$ cat src/rtl/adc_fmt_pkg.sv
package adc_fmt_pkg;
  typedef enum logic {
    MODE_UNIPOLAR = 1'b0,
    MODE_BIPOLAR  = 1'b1
  } conv_mode_e;

  typedef enum logic {
    ALIGN_RIGHT = 1'b0,
    ALIGN_LEFT  = 1'b1
  } align_e;
endpackage

$ cat src/rtl/adc_fmt_shaper.sv
module adc_fmt_shaper
  import adc_fmt_pkg::*;
#(
  parameter int RAW_W = 12,
  parameter int RES_W = 10
) (
  input  logic signed [RAW_W-1:0] raw_in,
  input  conv_mode_e              mode,
  output logic        [RES_W-1:0] code_out
);
  localparam int UNI_MAX = (1 << RES_W) - 1;
  localparam int BIP_MAX = (1 << (RES_W - 1)) - 1;
  localparam logic signed [RAW_W-1:0] UNI_TOP = RAW_W'(UNI_MAX);
  localparam logic signed [RAW_W-1:0] BIP_TOP = RAW_W'(BIP_MAX);
  localparam logic signed [RAW_W-1:0] BIP_BOT = ~BIP_TOP;

  // one-sided code: anything outside 0..UNI_MAX pins to full scale
  function automatic logic [RES_W-1:0] to_unipolar(input logic signed [RAW_W-1:0] v);
    if (v < 0 || v > UNI_TOP) return {RES_W{1'b1}};
    return v[RES_W-1:0];
  endfunction

  // two-sided code: clip to the signed range of RES_W bits
  function automatic logic [RES_W-1:0] to_bipolar(input logic signed [RAW_W-1:0] v);
    if (v > BIP_TOP) return {1'b0, {(RES_W-1){1'b1}}};
    if (v < BIP_BOT) return {1'b1, {(RES_W-1){1'b0}}};
    return v[RES_W-1:0];
  endfunction

  always_comb begin
    if (mode == MODE_BIPOLAR) code_out = to_bipolar(raw_in);
    else                      code_out = to_unipolar(raw_in);
  end
endmodule

$ cat src/rtl/adc_fmt_hold.sv
module adc_fmt_hold
  import adc_fmt_pkg::*;
#(
  parameter int RES_W = 10
) (
  input  logic             clk,
  input  logic             rst_n,
  input  logic             load,
  input  logic [RES_W-1:0] code_d,
  input  conv_mode_e       mode_d,
  output logic [RES_W-1:0] code_q,
  output conv_mode_e       mode_q
);
  always_ff @(posedge clk or negedge rst_n) begin
    if (!rst_n) begin
      code_q <= '0;
      mode_q <= MODE_UNIPOLAR;
    end else if (load) begin
      code_q <= code_d;
      mode_q <= mode_d;
    end
  end
endmodule

$ cat src/rtl/adc_fmt_align.sv
module adc_fmt_align
  import adc_fmt_pkg::*;
#(
  parameter int RES_W = 10,
  parameter int REG_W = 16
) (
  input  logic [RES_W-1:0] code,
  input  conv_mode_e       mode,
  input  align_e           align,
  output logic [REG_W-1:0] word
);
  localparam int PAD_W = REG_W - RES_W;

  function automatic logic [REG_W-1:0] place(input logic [RES_W-1:0] c,
                                             input logic fill, input align_e a);
    if (a == ALIGN_LEFT) return {c, {PAD_W{1'b0}}};
    return {{PAD_W{fill}}, c};
  endfunction

  logic sign_fill;
  assign sign_fill = (mode == MODE_BIPOLAR) && code[RES_W-1];
  assign word      = place(code, sign_fill, align);
endmodule

$ cat src/rtl/adc_result_fmt.sv
module adc_result_fmt
  import adc_fmt_pkg::*;
#(
  parameter int RAW_W = 12,
  parameter int RES_W = 10,
  parameter int REG_W = 16
) (
  input  logic                    clk,
  input  logic                    rst_n,
  input  logic signed [RAW_W-1:0] raw_diff,
  input  logic                    conv_done,
  input  logic                    bipolar_sel,
  input  logic                    left_adj,
  output logic [REG_W/2-1:0]      data_hi,
  output logic [REG_W/2-1:0]      data_lo
);
  localparam int HALF_W = REG_W / 2;
  localparam int PAD_W  = REG_W - RES_W;
  localparam logic signed [RAW_W-1:0] BIP_TOP_S = RAW_W'((1 << (RES_W - 1)) - 1);

  // named internal events for the assertions
  logic             load_evt;
  logic [RES_W-1:0] shaped_code;
  logic [RES_W-1:0] held_code;
  conv_mode_e       held_mode;
  logic [REG_W-1:0] view_word;

  assign load_evt = conv_done;

  adc_fmt_shaper #(.RAW_W(RAW_W), .RES_W(RES_W)) shaper_i (
    .raw_in  (raw_diff),
    .mode    (conv_mode_e'(bipolar_sel)),
    .code_out(shaped_code)
  );

  adc_fmt_hold #(.RES_W(RES_W)) hold_i (
    .clk   (clk),
    .rst_n (rst_n),
    .load  (load_evt),
    .code_d(shaped_code),
    .mode_d(conv_mode_e'(bipolar_sel)),
    .code_q(held_code),
    .mode_q(held_mode)
  );

  adc_fmt_align #(.RES_W(RES_W), .REG_W(REG_W)) align_i (
    .code (held_code),
    .mode (held_mode),
    .align(align_e'(left_adj)),
    .word (view_word)
  );

  assign data_hi = view_word[REG_W-1:HALF_W];
  assign data_lo = view_word[HALF_W-1:0];

  assert_unipolar_neg_sat_R3: assert property (@(posedge clk) disable iff (!rst_n)
    (load_evt && !bipolar_sel && raw_diff[RAW_W-1]) |=> (held_code == {RES_W{1'b1}}));

  assert_bipolar_clip_hi_R6: assert property (@(posedge clk) disable iff (!rst_n)
    (load_evt && bipolar_sel && (raw_diff > BIP_TOP_S)) |=> (held_code == {1'b0, {(RES_W-1){1'b1}}}));

  assert_sign_fill_R7: assert property (@(posedge clk) disable iff (!rst_n)
    (!left_adj && held_mode == MODE_BIPOLAR) |->
      ({data_hi, data_lo} >> (RES_W - 1) == '0) ||
      ({data_hi, data_lo} >> (RES_W - 1) == REG_W'((1 << (PAD_W + 1)) - 1)));

  assert_left_zero_pad_R8: assert property (@(posedge clk) disable iff (!rst_n)
    left_adj |-> (view_word[PAD_W-1:0] == '0));

  assert_hold_no_strobe_R10: assert property (@(posedge clk) disable iff (!rst_n)
    (!load_evt) |=> ((left_adj != $past(left_adj)) || $stable({data_hi, data_lo})));
endmodule

$ cat config.mk
export PLATFORM = sky130hd
export DESIGN_NAME = adc_result_fmt
export DESIGN_NICKNAME = d
export VERILOG_FILES = /design/src/rtl/adc_fmt_pkg.sv /design/src/rtl/adc_fmt_shaper.sv /design/src/rtl/adc_fmt_hold.sv /design/src/rtl/adc_fmt_align.sv /design/src/rtl/adc_result_fmt.sv
export SDC_FILE = /design/constraint.sdc
export NUM_CORES = 1
export LEC_CHECK = 0
export BUFFER_PORTS_ARGS = -buffer_cell sky130_fd_sc_hd__buf_2
export CAP_MARGIN = 20
export CORE_MARGIN = 5
export CORE_UTILIZATION = 38
export DETAILED_ROUTE_END_ITERATION = 16
export GPL_ROUTABILITY_DRIVEN = 0
export PLACE_DENSITY = 0.73
export SLEW_MARGIN = 20
export SYNTH_ARGS = -nofsm -noshare
export SYNTH_HDL_FRONTEND = slang
export SYNTH_SLANG_ARGS = --single-unit
export TNS_END_PERCENT = 1
$ cat constraint.sdc
create_clock -name clk -period 0.9 [get_ports clk]
set_clock_uncertainty 0.1 [all_clocks]
set_input_delay 0.135 -clock clk [delete_from_list [all_inputs] [get_ports clk]]
set_output_delay 0.135 -clock clk [all_outputs]
set_load 0.01 [all_outputs]
==> results of run 1 <==
path summary, 6_finish.rpt:
check,endpoint,start,cells after the start,slack [ns]
setup / recovery,data_hi[2],hold_i.code_q[9]$_DFFE_PN0P_,3,-0.45
hold / removal,hold_i.code_q[3]$_DFFE_PN0P_,raw_diff[3],2,-0.01
setup reg to reg,hold_i.mode_q$_DFFE_PN0P_,hold_i.mode_q$_DFFE_PN0P_,2,-0.09
hold reg to reg,hold_i.code_q[3]$_DFFE_PN0P_,hold_i.code_q[3]$_DFFE_PN0P_,1,0.43
max in group asynchronous,hold_i.code_q[6]$_DFFE_PN0P_,rst_n,2,0.30
min in group asynchronous,hold_i.code_q[9]$_DFFE_PN0P_,rst_n,2,0.20
flip-flops by register name, indices dropped and copies added, names as in the netlist:
register       cells
hold_i.code_q     10
hold_i.mode_q      1
placed cells by master (no fill, tap or decap), drive strengths merged:
| cell | Yosys | routed |
|---|---|---|
| clkbuf | 1 | 4 |
| dfrtp | 11 | 11 |
| nand2 | 11 | 11 |
| a211oi | 2 | 2 |
| inv | 2 | 2 |
| a221o | 9 | 9 |
| dlygate4sd3 | 0 | 1 |
| mux2 | 5 | 5 |
| buf | 2 | 40 |
| nand3b | 1 | 1 |
| nor2b | 6 | 6 |
| nor2 | 1 | 1 |
| o21a | 1 | 1 |
| a31oi | 2 | 2 |
| o21bai | 1 | 1 |
repair_timing:
item                                    in CTS  in global routing
hold endpoints to repair                    16                  4
endpoints found under the setup margin      25                 27
pin swaps                                    1                  0
resized for setup                            4                  3
buffers inserted                             1                  0
critical path, delay by kind of cell (launching register included):
kind | cells | cell delay [ns]
buffers and inverters | 1 | 0.14
flip-flops | 1 | 0.41
AND/OR/NAND/NOR | 2 | 0.30
layer usage:
layer  vias up  track usage
li1        288            -
met1       296        0.152
met2        20        0.266
met3         5       0.0241
met4         0       0.0786
met5         -            0
cell type report:
cell class,count,area (µm²)
Timing Repair Buffer,41,258
Sequential cell,11,275
Multi-Input combinational cell,39,302
Clock buffer,4,26.3
Inverter,2,7.51
Fill cell,126,601
Tap cell,16,20.0
cells by family after synthesis:
| logic type | Yosys count | synth area share |
|---|---|---|
| flip-flops | 11 | 0.464 |
| multiplexers | 5 | 0.0949 |
| buffers and inverters | 5 | 0.0464 |
| AND/OR/NAND/NOR | 19 | 0.152 |
| AO/OA/AOI/OAI | 15 | 0.243 |
through the flow:
| stage | std cells | setup WS, ns | instance area (µm²) | TNS, ns | hold slack (ns) |
|---|---|---|---|---|---|
| 2_1_floorplan | 55 | -0.0838 | 594 | -0.755 | -0.261 |
| 3_3_place_gp | 107 | -0.267 | 806 | -3.96 | -0.0931 |
| 3_5_place_dp | 107 | -0.313 | 806 | -4.35 | -0.0817 |
| 4_1_cts | 113 | -0.431 | 875 | -6.12 | -0.0163 |
| 5_1_grt | 113 | -0.509 | 888 | -7.09 | -0.0143 |
| 6_report | 113 | -0.453 | 888 | -6.17 | -0.0111 |
power groups by stage:
stage	clock network (W)	registers, W	logic [W]
2_1_floorplan	0	0.000587	0.000216
5_1_grt	0.000372	0.000598	0.000480
3_3_place_gp	0	0.000598	0.000377
4_1_cts	0.000351	0.000589	0.000436
6_report	0.000342	0.000590	0.000440
3_5_place_dp	0	0.000601	0.000389
==> results.json, run 1 <==
{
  "comb_power_share": 0.321,
  "clockBufferDepth": 2,
  "grt_pass1_vias": 617,
  "synth_area_leader_cell": "dfrtp_1",
  "yosysWarnings": 0,
  "max-vdd-ir-drop_mv": 1.02,
  "routed.top_layer": "met4",
  "crit_slowest_cell": "dfrtp_1",
  "p_leak_nw": 0.439,
  "cts_sinks": 11,
  "synthesis.nets": 72,
  "grt_pass1_wl_mm": 2.73,
  "grt_antenna_before_repair": 0,
  "power_w": 0.00137,
  "status": "complete, but fails checks",
  "synthTopCellsByCount": "dfrtp_1 (11), nand2_1 (11), a221o_1 (9), nor2b_1 (6), mux2_2 (5)",
  "cts_hold_buf": 1,
  "fmax_mhz": 739,
  "synth_edf_count": 0,
  "dp_hpwl_mm": 1.29,
  "synthFlopType": "dfrtp_1",
  "netlist_area_um2": 593,
  "yosysSeqAreaShare": 0.464,
  "routed-wl-met2_um": 943,
  "synth-seq-cells": 11,
  "maxSlewViolCount": 0,
  "violations": "hold timing, setup timing",
  "ios": 33,
  "pwr-share-seq": 0.430,
  "worst_pin_slew_ns": 0.602,
  "fin_crit_ns": 1.35,
  "start_kind": "flop",
  "synthTopCellsByArea": "dfrtp_1 (46%), a221o_1 (15%), mux2_2 (9.5%)",
  "cp_data_required_time_ns": 0.66,
  "cts_buffers": 3,
  "nets": 115,
  "portBuffers": 32,
  "synthCells": 55,
  "p_int_w": 0.000960,
  "p_sw_w": 0.000412,
  "wl_met3_um": 115,
  "h-tree-depth": 1,
  "fin_util": 0.597,
  "die_w_um": 49.5,
  "wire_per_inst_um": 14.9,
  "power_density_mw_per_mm2": 1540,
  "timing.final.ws_setup_ns": -0.453,
  "insertion_delay_ns": 0.27,
  "die_h_um": 49.5,
  "switching_share": 0.300,
  "cap_violations": 0,
  "rows": 14,
  "end_kind": "output pin",
  "first_pass_iters": 2,
  "cp_max_fo": 5,
  "ant_nets": 0,
  "path_clk_slew_ns": 0.07,
  "critPathKind": "reg2out",
  "cp_slowest_stage_delay_ns": 0.41,
  "drive_above_1_share": 0.536,
  "cts_tree": "yes",
  "first_iter_violations": 9,
  "start_util": 0.398,
  "yosysUniqueCellTypes": 18,
  "grt_usage": 0.144,
  "whs_ns": -0.0111,
  "routed_via_density": 5.39,
  "hp-class": "in2reg",
  "rsz0062_at_grt": "true",
  "finalCritPeriodShare": 1.50,
  "cts-root-buf": "clkbuf_4",
  "arrival_ns": 1.12,
  "crit_chain": "nand3b_1 > nand2_1 > buf_2",
  "drc": 0,
  "n_antenna_cell": 0,
  "totalWireLength_mm": 1.69,
  "vias": 609,
  "hold_viol_final": 5,
  "core_mm2": 0.00149,
  "setup_viol": 26,
  "p_clk_frac": 0.249,
  "slew_headroom": 0.598,
  "area_growth_pct": 49.8,
  "overflow": 0,
  "wl_met1_um": 586,
  "dieArea_mm2": 0.00245,
  "syn_area_per_cell_um2": 10.8,
  "grt_max_degree": 12,
  "async_flop_share": 1.00,
  "yosysTopAreaCellShare": 0.464
}
Note: power is estimated with default switching activity, not from simulation.
==> run 2, diff against run 1 <==
==> constraint.sdc (replaced) <==
create_clock -name clk -period 0.9 [get_ports clk]
set_clock_uncertainty 0.1 [all_clocks]
set_input_delay 0.18 -clock clk [delete_from_list [all_inputs] [get_ports clk]]
set_output_delay 0.18 -clock clk [all_outputs]
set_load 0.01 [all_outputs]
==> run 2 against run 1 <==
Net effect: the flow finishes with violations (setup timing); cell count increased by 5.3%; utilization increased by 5.0 points; sequential share of layout area decreased by 2.4 points; power increased by 4.4%; non-clock buffer count increased by 6; die area unchanged; flip-flop and latch count unchanged; critical path depth unchanged; global-route usage increased by 1.7 points; worst hold slack improved by 0.042 ns; largest power group unchanged.
==> results.json, run 2 (synthesized netlist as in run 1, its figures left out) <==
{
  "timing.final.ws_setup_ns": -0.488,
  "grt_antenna_before_repair": 0,
  "comb_power_share": 0.349,
  "maxSlewViolCount": 0,
  "fin_util": 0.647,
  "end_kind": "output pin",
  "drive_above_1_share": 0.573,
  "largest_registers": "hold_i.code_q: 10 flops, hold_i.mode_q: 1 flops",
  "p_clk_frac": 0.241,
  "cp_max_fo": 5,
  "start_util": 0.398,
  "overflow": 0,
  "worst_pin_slew_ns": 0.420,
  "ios": 33,
  "routed-wl-met2_um": 929,
  "vias": 622,
  "power_w": 0.00143,
  "pwr-share-seq": 0.409,
  "routed_via_density": 5.23,
  "first_iter_violations": 3,
  "cts_buffers": 3,
  "violations": "setup timing",
  "totalWireLength_mm": 1.72,
  "ant_nets": 0,
  "die_h_um": 49.5,
  "insertion_delay_ns": 0.27,
  "dp_hpwl_mm": 1.29,
  "fmax_mhz": 720,
  "start_kind": "flop",
  "most-common-layout-cells": "buf_2 (28), buf_4 (13), nand2_1 (11), dfrtp_1 (11), a221o_1 (9)",
  "fin_crit_ns": 1.39,
  "largest_register": "hold_i.code_q",
  "setup_viol": 25,
  "nets": 121,
  "area_growth_pct": 62.4,
  "rsz0062_at_grt": "true",
  "n_antenna_cell": 0,
  "grt_max_degree": 12,
  "grt_pass1_vias": 680,
  "regToRegSetupSlack_ns": -0.15,
  "power_density_mw_per_mm2": 1490,
  "p_sw_w": 0.000432,
  "max-vdd-ir-drop_mv": 1.01,
  "drc": 0,
  "p_int_w": 0.00100,
  "path_clk_slew_ns": 0.07,
  "rows": 14,
  "arrival_ns": 1.11,
  "finalCritPeriodShare": 1.54,
  "slew_headroom": 0.719,
  "cts_sinks": 11,
  "cts_tree": "yes",
  "grt_usage": 0.161,
  "wire_per_inst_um": 14.5,
  "first_pass_iters": 4,
  "wl_met1_um": 639,
  "cts-root-buf": "clkbuf_4",
  "final_common_cell": "buf_2",
  "wl_met3_um": 108,
  "dieArea_mm2": 0.00245,
  "cap_violations": 0,
  "grt_pass1_wl_mm": 2.98,
  "cp_data_required_time_ns": 0.62,
  "routed.top_layer": "met4",
  "critPathKind": "reg2out",
  "h-tree-depth": 1,
  "largest_reg_flops": 10,
  "switching_share": 0.302,
  "clockBufferDepth": 2,
  "status": "complete, but fails checks",
  "hold_viol_final": 0,
  "core_mm2": 0.00149,
  "die_w_um": 49.5,
  "p_leak_nw": 0.473,
  "hp-class": "in2reg",
  "portBuffers": 32
}
[run 2: cell count changes in the layout (fill, tap and decap cells not counted)]
cell / delta
a211oi_1: -1
buf_4: +4
buf_12: +1
buf_2: +1
a211oi_2: -1
a211oi_4: +2
[run 2: timing repair]
action                                  in CTS  in global routing
endpoints found under the setup margin      25                 27
setup buffers                                1                  0
pin swaps                                    2                  1
hold buffers                                 1                  0
endpoints found under the hold margin       11                  0
resized for setup                            7                  1
[run 2: worst max-delay path: stages, from the launching register on]
cell and delay, ns:
dfrtp_1 0.40, nand3b_1 0.22, nand2_1 0.08, buf_2 0.14
[run 2: final timing paths]
| check | from | to | cells after the start |
|---|---|---|---|
| max in group asynchronous | rst_n | hold_i.code_q[2]$_DFFE_PN0P_ | 2 |
| worst max register to register | hold_i.code_q[7]$_DFFE_PN0P_ | hold_i.code_q[7]$_DFFE_PN0P_ | 2 |
| worst max-delay path | hold_i.code_q[9]$_DFFE_PN0P_ | data_hi[6] | 3 |
| worst min-delay path | raw_diff[3] | hold_i.code_q[3]$_DFFE_PN0P_ | 2 |
| worst min register to register | hold_i.code_q[0]$_DFFE_PN0P_ | hold_i.code_q[0]$_DFFE_PN0P_ | 1 |
| min in group asynchronous | rst_n | hold_i.code_q[5]$_DFFE_PN0P_ | 2 |
[run 2: layer usage]
layer | global-route usage | vias to the layer above
li1 | - | 299
met3 | 0.0452 | 5
met5 | 0 | -
met4 | 0.0917 | 0
met1 | 0.176 | 295
met2 | 0.275 | 23
[run 2: power by group through the flow]
stage	Sequential, W	Combinational, W	Clock (W)
3_3_place_gp	0.000593	0.000431	0
4_1_cts	0.000588	0.000504	0.000355
6_report	0.000587	0.000501	0.000346
5_1_grt	0.000595	0.000549	0.000383
3_5_place_dp	0.000598	0.000443	0
2_1_floorplan	0.000587	0.000218	0
[run 2: metrics by stage]
stage	TNS [ns]	instances	hold WS, ns	setup slack, ns	area, µm²
finish	-7.31	119	0.0313	-0.488	963
detailed placement	-6.44	113	-0.0320	-0.401	868
global route	-8.42	119	0.0324	-0.541	963
floorplan	-1.71	55	-0.216	-0.0849	602
global placement	-5.90	113	-0.0464	-0.338	868
CTS	-7.47	119	0.0262	-0.488	961
[run 2: area by class of cell]
type                    instances  area [µm²]
well taps                      16        20.0
clock buffers                   4        26.3
inverters                       2        7.51
repair buffers                 47         313
multi-input cells              39         322
flip-flops and latches         11         275
fillers                       136         526
==> run 3, diff against run 2 <==
--- a/config.mk
+++ b/config.mk
@@ -7,11 +7,13 @@
 export LEC_CHECK = 0
 export BUFFER_PORTS_ARGS = -buffer_cell sky130_fd_sc_hd__buf_2
 export CAP_MARGIN = 20
+export CELL_PAD_IN_SITES_DETAIL_PLACEMENT = 1
+export CELL_PAD_IN_SITES_GLOBAL_PLACEMENT = 2
 export CORE_MARGIN = 5
-export CORE_UTILIZATION = 38
+export CORE_UTILIZATION = 21
 export DETAILED_ROUTE_END_ITERATION = 16
 export GPL_ROUTABILITY_DRIVEN = 0
-export PLACE_DENSITY = 0.73
+export PLACE_DENSITY_LB_ADDON = 0.1
 export SLEW_MARGIN = 20
 export SYNTH_ARGS = -nofsm -noshare
 export SYNTH_HDL_FRONTEND = slang
==> run 3 against run 2 <==
Net effect: the flow still finishes with violations (setup timing); first-iteration DRC count increased to 2.7 times the previous value; register-to-register slack about the same; clock power decreased by 3%; design area increased by 3.8%; die area increased by 63%.
==> results.json, run 3 (synthesized netlist as in run 1, its figures left out) <==
{
  "status": "complete, but fails checks",
  "violations": "setup timing",
  "cts_setup_buffers": 0,
  "largest_register": "hold_i.code_q",
  "overflow": 0,
  "cts_tree": "yes",
  "largest_registers": "hold_i.code_q: 10 flops, hold_i.mode_q: 1 flops",
  "grt_pass1_wl_mm": 3.07,
  "clockBufferDepth": 2,
  "wl_met1_um": 892,
  "wire_per_inst_um": 13.7,
  "finalCritPeriodShare": 1.53,
  "grt_antenna_before_repair": 0,
  "dieArea_mm2": 0.00399,
  "n_antenna_cell": 0,
  "max-vdd-ir-drop_mv": 0.638,
  "cts-root-buf": "clkbuf_4",
  "reg2regPathDepth": 2,
  "fin_util": 0.366,
  "cts_buffers": 3,
  "vias": 619,
  "cts_sinks": 11,
  "setup_viol": 26,
  "timing.final.ws_setup_ns": -0.475,
  "power_w": 0.00143,
  "nets": 124,
  "switching_share": 0.297,
  "fmax_mhz": 727,
  "hp-class": "in2reg",
  "p_leak_nw": 0.489,
  "r2r_end": "hold_i.code_q[3]$_DFFE_PN0P_",
  "h-tree-depth": 1,
  "most-common-layout-cells": "buf_2 (28), buf_4 (16), nand2_1 (11), dfrtp_1 (11), a221o_1 (9)",
  "final_common_cell": "buf_2",
  "start_kind": "flop",
  "worstHoldPathCells": 2,
  "ios": 33,
  "grt_max_degree": 15,
  "first_pass_iters": 4,
  "holdPathEnd": "hold_i.code_q[1]$_DFFE_PN0P_",
  "critical-path-top-delay-family": "flip-flops",
  "routed_via_density": 4.52,
  "hp-start": "raw_diff[1]",
  "cp_max_fo": 5,
  "insertion_delay_ns": 0.26,
  "cp_data_required_time_ns": 0.62,
  "routed-wl-met2_um": 853,
  "fin_crit_ns": 1.37,
  "routed.top_layer": "met4",
  "drive_above_1_share": 0.585,
  "regToRegSetupSlack_ns": -0.15,
  "p_int_w": 0.00101,
  "totalWireLength_mm": 1.87,
  "largest_reg_flops": 10,
  "slew_headroom": 0.703,
  "crit_chain": "nand3b_1 > nand2_1 > buf_2",
  "comb_power_share": 0.354,
  "pwr-share-seq": 0.413,
  "die_w_um": 63.1,
  "hold_viol_final": 0,
  "cp_slowest_stage_delay_ns": 0.40,
  "reg2reg_from": "hold_i.code_q[3]$_DFFE_PN0P_",
  "grt_pass1_vias": 647,
  "drc": 0,
  "first_iter_violations": 8,
  "ant_nets": 0,
  "dp_hpwl_mm": 1.46,
  "rows": 19,
  "maxSlewViolCount": 0,
  "end_kind": "output pin",
  "wl_met3_um": 100,
  "p_sw_w": 0.000425,
  "area_growth_pct": 68.6,
  "crit_buf_inv": 1,
  "p_clk_frac": 0.233,
  "arrival_ns": 1.09,
  "cap_violations": 0,
  "worst_pin_slew_ns": 0.444,
  "path_clk_slew_ns": 0.07,
  "grt_usage": 0.0962,
  "core_mm2": 0.00273,
  "whs_ns": 0.0457,
  "portBuffers": 32,
  "critPathKind": "reg2out",
  "rsz0062_at_grt": "true",
  "crit_slowest_cell": "dfrtp_1",
  "start_util": 0.217,
  "power_density_mw_per_mm2": 1430,
  "die_h_um": 63.1
}
run 3: changes by cell type in the layout (fill, tap and decap cells not counted), sizes merged:
cell	previous run	this run
buf	46	49
run 3: metal layers:
metal  up-vias  global-route usage
met5         -                   0
met4         0              0.0557
met3         2              0.0195
met2        20               0.141
met1       290               0.129
li1        307                   -
run 3: what timing repair did:
item | in CTS | in global routing
hold buffers | 1 | 0
pin swaps | 3 | 0
resized for setup | 9 | 1
endpoints found under the setup margin | 27 | 27
endpoints found under the hold margin | 11 | 0
run 3: worst max-delay path by stage:
stage,from,end,slack [ns],depth (start not counted)
after floorplan,bipolar_sel,hold_i.code_q[0]$_DFFE_PN0P_,-0.08,3
after global placement,bipolar_sel,hold_i.code_q[4]$_DFFE_PN0P_,-0.42,4
after detailed placement,bipolar_sel,hold_i.code_q[6]$_DFFE_PN0P_,-0.45,4
after CTS,hold_i.code_q[9]$_DFFE_PN0P_,data_hi[3],-0.53,3
after global routing,hold_i.code_q[9]$_DFFE_PN0P_,data_hi[5],-0.58,3
final,hold_i.code_q[9]$_DFFE_PN0P_,data_hi[3],-0.47,3
run 3: through the flow:
stage | worst slack [ns] | setup TNS, ns | cell area (µm²) | instances
2_1_floorplan | -0.0849 | -1.71 | 602 | 55
3_3_place_gp | -0.424 | -7.61 | 905 | 132
3_5_place_dp | -0.446 | -7.79 | 905 | 132
4_1_cts | -0.530 | -7.63 | 996 | 137
5_1_grt | -0.576 | -8.37 | 1000 | 137
6_report | -0.475 | -7.14 | 1000 | 137
run 3: power groups by stage:
stage | Sequential (W) | Clock [W] | Combinational [W]
after CTS | 0.000590 | 0.000355 | 0.000513
final | 0.000591 | 0.000334 | 0.000506
after detailed placement | 0.000599 | 0 | 0.000452
after global placement | 0.000596 | 0 | 0.000448
after global routing | 0.000600 | 0.000369 | 0.000555
after floorplan | 0.000587 | 0 | 0.000218
run 3: area by class of cell:
type                       instances  area, µm²
clock buffer                       4       26.3
inverter                           2       7.51
sequential                        11        275
multi-input combinational         39        325
timing repair buffer              50        327
tap                               31       38.8
fill                             327       1730
